File: src/rtl/fpu_csr_file.sv
module fpu_csr_file #(
  parameter logic [31:0] IMPL_ID = 32'h8003_0501,
  parameter int NUM_INV = 8,
  parameter int SEL_W = 5
) (
  input  logic                 clk,
  input  logic                 rst_n,
  input  logic                 wr_en,
  input  logic [SEL_W-1:0]     wr_sel,
  input  logic [63:0]          wr_data,
  input  logic [SEL_W-1:0]     rd_sel,
  output logic [63:0]          rd_data,
  input  logic                 upd_en,
  input  logic [NUM_INV+3:0]   upd_status,
  output logic [31:0]          csr_word,
  output logic                 fpe_req
);

  localparam logic [31:0] LIVE_M  = 32'hFF83_FFFF;
  localparam logic [31:0] CC_M    = 32'hFE80_0000;
  localparam logic [31:0] FS_M    = 32'h0100_0000;
  localparam logic [31:0] CAUSE_M = 32'h0003_F000;
  localparam logic [31:0] FLAG_M  = 32'h0000_007C;
  localparam logic [31:0] EN_M    = 32'h0000_0F80;
  localparam logic [31:0] RM_M    = 32'h0000_0003;
  localparam logic [SEL_W-1:0] SEL_ID = SEL_W'(0);
  localparam logic [SEL_W-1:0] SEL_CC = SEL_W'(25);
  localparam logic [SEL_W-1:0] SEL_EX = SEL_W'(26);
  localparam logic [SEL_W-1:0] SEL_EN = SEL_W'(28);
  localparam logic [SEL_W-1:0] SEL_ST = SEL_W'(31);

  logic [31:0] word_q, word_d, wv, rv;
  logic        trap_d;
  logic [5:0]  new_cause;

  function automatic logic must_trap(input logic [31:0] w);
    return (|(w[16:12] & w[11:7])) | w[17];
  endfunction

  assign wv = wr_data[31:0];

  assign new_cause = {1'b0,
                      |upd_status[NUM_INV-1:0],
                      upd_status[NUM_INV],
                      upd_status[NUM_INV+1],
                      upd_status[NUM_INV+2],
                      upd_status[NUM_INV+3]};

  always_comb begin
    word_d = word_q;
    trap_d = 1'b0;
    if (wr_en) begin
      case (wr_sel)
        SEL_CC: word_d = (word_q & ~CC_M) | {wv[7:1], 1'b0, wv[0], 23'b0};
        SEL_EX: begin
          word_d = (word_q & ~(CAUSE_M | FLAG_M)) | (wv & (CAUSE_M | FLAG_M));
          trap_d = must_trap(word_d);
        end
        SEL_EN: begin
          word_d = (word_q & (CC_M | CAUSE_M | FLAG_M)) | (wv & (EN_M | RM_M))
                 | (wv[2] ? FS_M : 32'h0);
          trap_d = must_trap(word_d);
        end
        SEL_ST: begin
          word_d = wv & LIVE_M;
          trap_d = must_trap(word_d);
        end
        default: word_d = word_q;
      endcase
    end else if (upd_en) begin
      word_d = (word_q & ~CAUSE_M) | {14'b0, new_cause, 12'b0};
      trap_d = |(new_cause[4:0] & word_q[11:7]);
      word_d[6:2] = word_q[6:2] | new_cause[4:0];
    end
  end

  always_ff @(posedge clk) begin
    if (!rst_n) begin
      word_q  <= '0;
      fpe_req <= 1'b0;
    end else begin
      word_q  <= word_d;
      fpe_req <= trap_d;
    end
  end

  always_comb begin
    case (rd_sel)
      SEL_ID:  rv = IMPL_ID;
      SEL_CC:  rv = {24'b0, word_q[31:25], word_q[23]};
      SEL_EX:  rv = word_q & (CAUSE_M | FLAG_M);
      SEL_EN:  rv = (word_q & (EN_M | RM_M)) | {29'b0, word_q[24], 2'b0};
      SEL_ST:  rv = word_q;
      default: rv = '0;
    endcase
  end

  assign rd_data  = {{32{rv[31]}}, rv};
  assign csr_word = word_q;

endmodule

File: config.mk
export PLATFORM = sky130hd
export DESIGN_NAME = fpu_csr_file
export DESIGN_NICKNAME = d
export VERILOG_FILES = /design/src/rtl/fpu_csr_file.sv
export SDC_FILE = /design/constraint.sdc
export NUM_CORES = 1
export LEC_CHECK = 0
export BUFFER_PORTS_ARGS = -buffer_cell sky130_fd_sc_hd__buf_2
export CORE_MARGIN = 10
export CORE_UTILIZATION = 38
export CTS_CLUSTER_DIAMETER = 40
export DETAILED_ROUTE_END_ITERATION = 6
export GPL_TIMING_DRIVEN = 1
export PLACE_DENSITY = 0.81
export SYNTH_ARGS = -nofsm -noshare
export SYNTH_HDL_FRONTEND = slang
export SYNTH_SLANG_ARGS = --single-unit
File: constraint.sdc
create_clock -name clk -period 2.5 [get_ports clk]
set_clock_uncertainty 0.1 [all_clocks]
set_input_delay 0.125 -clock clk [delete_from_list [all_inputs] [get_ports clk]]
set_output_delay 0.125 -clock clk [all_outputs]
set_load 0.01 [all_outputs]
==> impl_metrics.yaml <==
critical_path:
  startpoint_type: "primary input"
  cp_max_fo: 33
  path_class: "in2out"
  rr_worst_depth: 4
  cp.required_ps: 2280
  worst_ep_arrival_time_ps: 1740
  cp-end-kind: "output pin"
routing:
  via_per_inst: 5.27
  drt-pass1-iter-count: 4
  vias: 2380
  wl_um: 8340
  drc: 0
  drt_iter0_drc: 148
  ant_nets: 0
  wl_per_cell_um: 18.4
place:
  port_buffers: 149
  dp_hpwl_um: 6860
  gp_routability_congestion: 0.965
synthesis:
  netlist_instances: 257
  async_flop_share: 0
  yosys_warnings: 0
  seq_area_frac_synth: 0.315
  synth_edf_count: 0
  netlist_area_sq_um: 2090
  synth_cell_types: 47
  ys.flop_type: "dfxtp_1"
  synth.avg_cell_area_sq_um: 8.15
  ys_ff_latch: 33
  synth_nets: 347
pwr:
  ir_worst_vdd_mv: 0.226
  power.leakage_nw: 1.52
  p_sw_frac: 0.259
  internal_power_uw: 962
  pwr_density_cell_nw_per_um2: 460
  p_comb_frac: 0.166
  p_sw_uw: 337
  seqPwrFrac: 0.430
  power_frac_clock: 0.404
cells_and_area:
  nets: 471
  n_antenna_cell: 0
  final_common_cell: "buf_2"
  layout-drive-gt1-share: 0.442
  area_growth_pct: 34.9
  layout_common_cells: "buf_2 (149), dfxtp_1 (33), nand2_1 (27)"
die:
  ioPinCount: 187
  initial_core_util: 0.400
  fp.dieArea_sq_um: 8880
  rows: 26
  die_y_um: 94.2
  core_sq_um: 5240
  die_x_um: 94.2
timing:
  setup_viol: 0
  layout_min_cycle_time_ps: 1960
  rsz0062_at_grt: "no"
  tns_ps: 0
  tightestPinTransition_ps: 785
  hold_ws_ps: 18.1
  hold_viol: 0
  fmax_mhz: 510
  period_share: 0.784
  relSlewSlack: 0.476
  final_max_slew_viol_count: 0
clock_network:
  clk_path_buf_depth: 2
  clock_latency_ps: 280
  cts_root_buf: "clkbuf_8"
  ctsHoldBuffers: 6
  cts_inserted_buffers: 5
  cts_resized: 0
  cts.clk_slew.worst_paths_ps: 70
  tritoncts: "built"
  clock-sinks: 33
  htreeDepth: 2
  postCtsSetupBuffers: 0
global_routing:
  antenna_found_initial: 0
  grt_pass1_wl_um: 12600
  grt_overflow: 0
  grt_pass1_vias: 2451
  grt_max_degree: 34
  grt_usage: 0.176
min_path:
  whs_path_depth: 3
  hold_class: "in2reg"
job:
  max-cap-violations: 0
run_status:
  status: "complete, no violations"
[final cells by class]
type                    count  area [sq um]
repair buffers            160           843
clock inverters             1          30.0
inverters                   3          11.3
fillers                   505          2410
flip-flops and latches     33           661
well taps                  70          87.6
clock buffers               7          86.3
multi-input cells         178          1110
[registers in the layout (all words and copies together), names as in the netlist]
signal	count
csr_word	32
fpe_req	1
[logic make-up after synthesis]
logic type      share of synthesized area
simple gates                        0.235
flops                               0.315
compound gates                      0.272
xor+xnor                           0.0203
buf+inv                             0.157
[worst max-delay path: stages]
cell and delay [ps]:
buf_2 120, or4_1 520, nor2_1 150, a21o_1 540
buf_2 260
[per-stage QoR]
| step | instance area (sq um) | cells | power (mW) | setup WS (ps) | utilization |
|---|---|---|---|---|---|
| after CTS | 2830 | 452 | 1.31 | 531 | 0.539 |
| after floorplan | 2090 | 257 | 0.685 | 526 | - |
| after global routing | 2830 | 452 | 1.35 | 382 | 0.539 |
| after global placement | 2650 | 438 | 0.774 | 597 | 0.506 |
| final | 2830 | 452 | 1.30 | 539 | 0.539 |
| after detailed placement | 2650 | 438 | 0.778 | 544 | 0.506 |
[power groups by stage]
stage	clock (mW)	sequential [mW]	combinational (mW)
5_1_grt	0.550	0.561	0.237
3_3_place_gp	0	0.570	0.204
2_1_floorplan	0	0.573	0.112
4_1_cts	0.534	0.559	0.215
3_5_place_dp	0	0.570	0.208
6_report	0.525	0.559	0.215
[cells in the mapped netlist, types with 3 or more instances]
library cell / n / area, sq um
o21a_1: 4 / 30.0
buf_6: 4 / 45.0
o21ai_1: 8 / 40.0
dfxtp_1: 33 / 661
nand2_1: 27 / 101
a22o_1: 6 / 52.6
o21ai_0: 5 / 25.0
and3_1: 6 / 37.5
nand3_1: 5 / 25.0
clkbuf_1: 4 / 15.0
o221a_2: 3 / 33.8
buf_4: 33 / 248
a211oi_1: 4 / 30.0
nand2b_1: 3 / 18.8
nor2_1: 9 / 33.8
nor3_1: 10 / 50.1
a22oi_1: 15 / 113
inv_1: 3 / 11.3
a21o_1: 5 / 37.5
nand4_1: 3 / 18.8
and2_1: 20 / 125
nor2b_1: 5 / 31.3
a21oi_1: 13 / 65.1
[per-layer routing]
metal	global-route usage	vias to the layer above	share of wire
li1	-	1151	-
met1	0.195	1066	0.41
met2	0.307	154	0.46
met3	0.0719	9	0.12
met4	0.0342	0	0.010
met5	0	-	0
[worst paths after layout]
kind / start / endpoint / slack (ps)
min: wr_data[26] / csr_word[26]$_SDFFE_PN0P_ / 20
min reg2reg: csr_word[0]$_SDFFE_PN0P_ / csr_word[0]$_SDFFE_PN0P_ / 380
max reg2reg: csr_word[9]$_SDFFE_PN0P_ / fpe_req$_SDFF_PN0_ / 1050
max: rd_sel[1] / rd_data[57] / 540
Power figures use the tool's default switching activity.
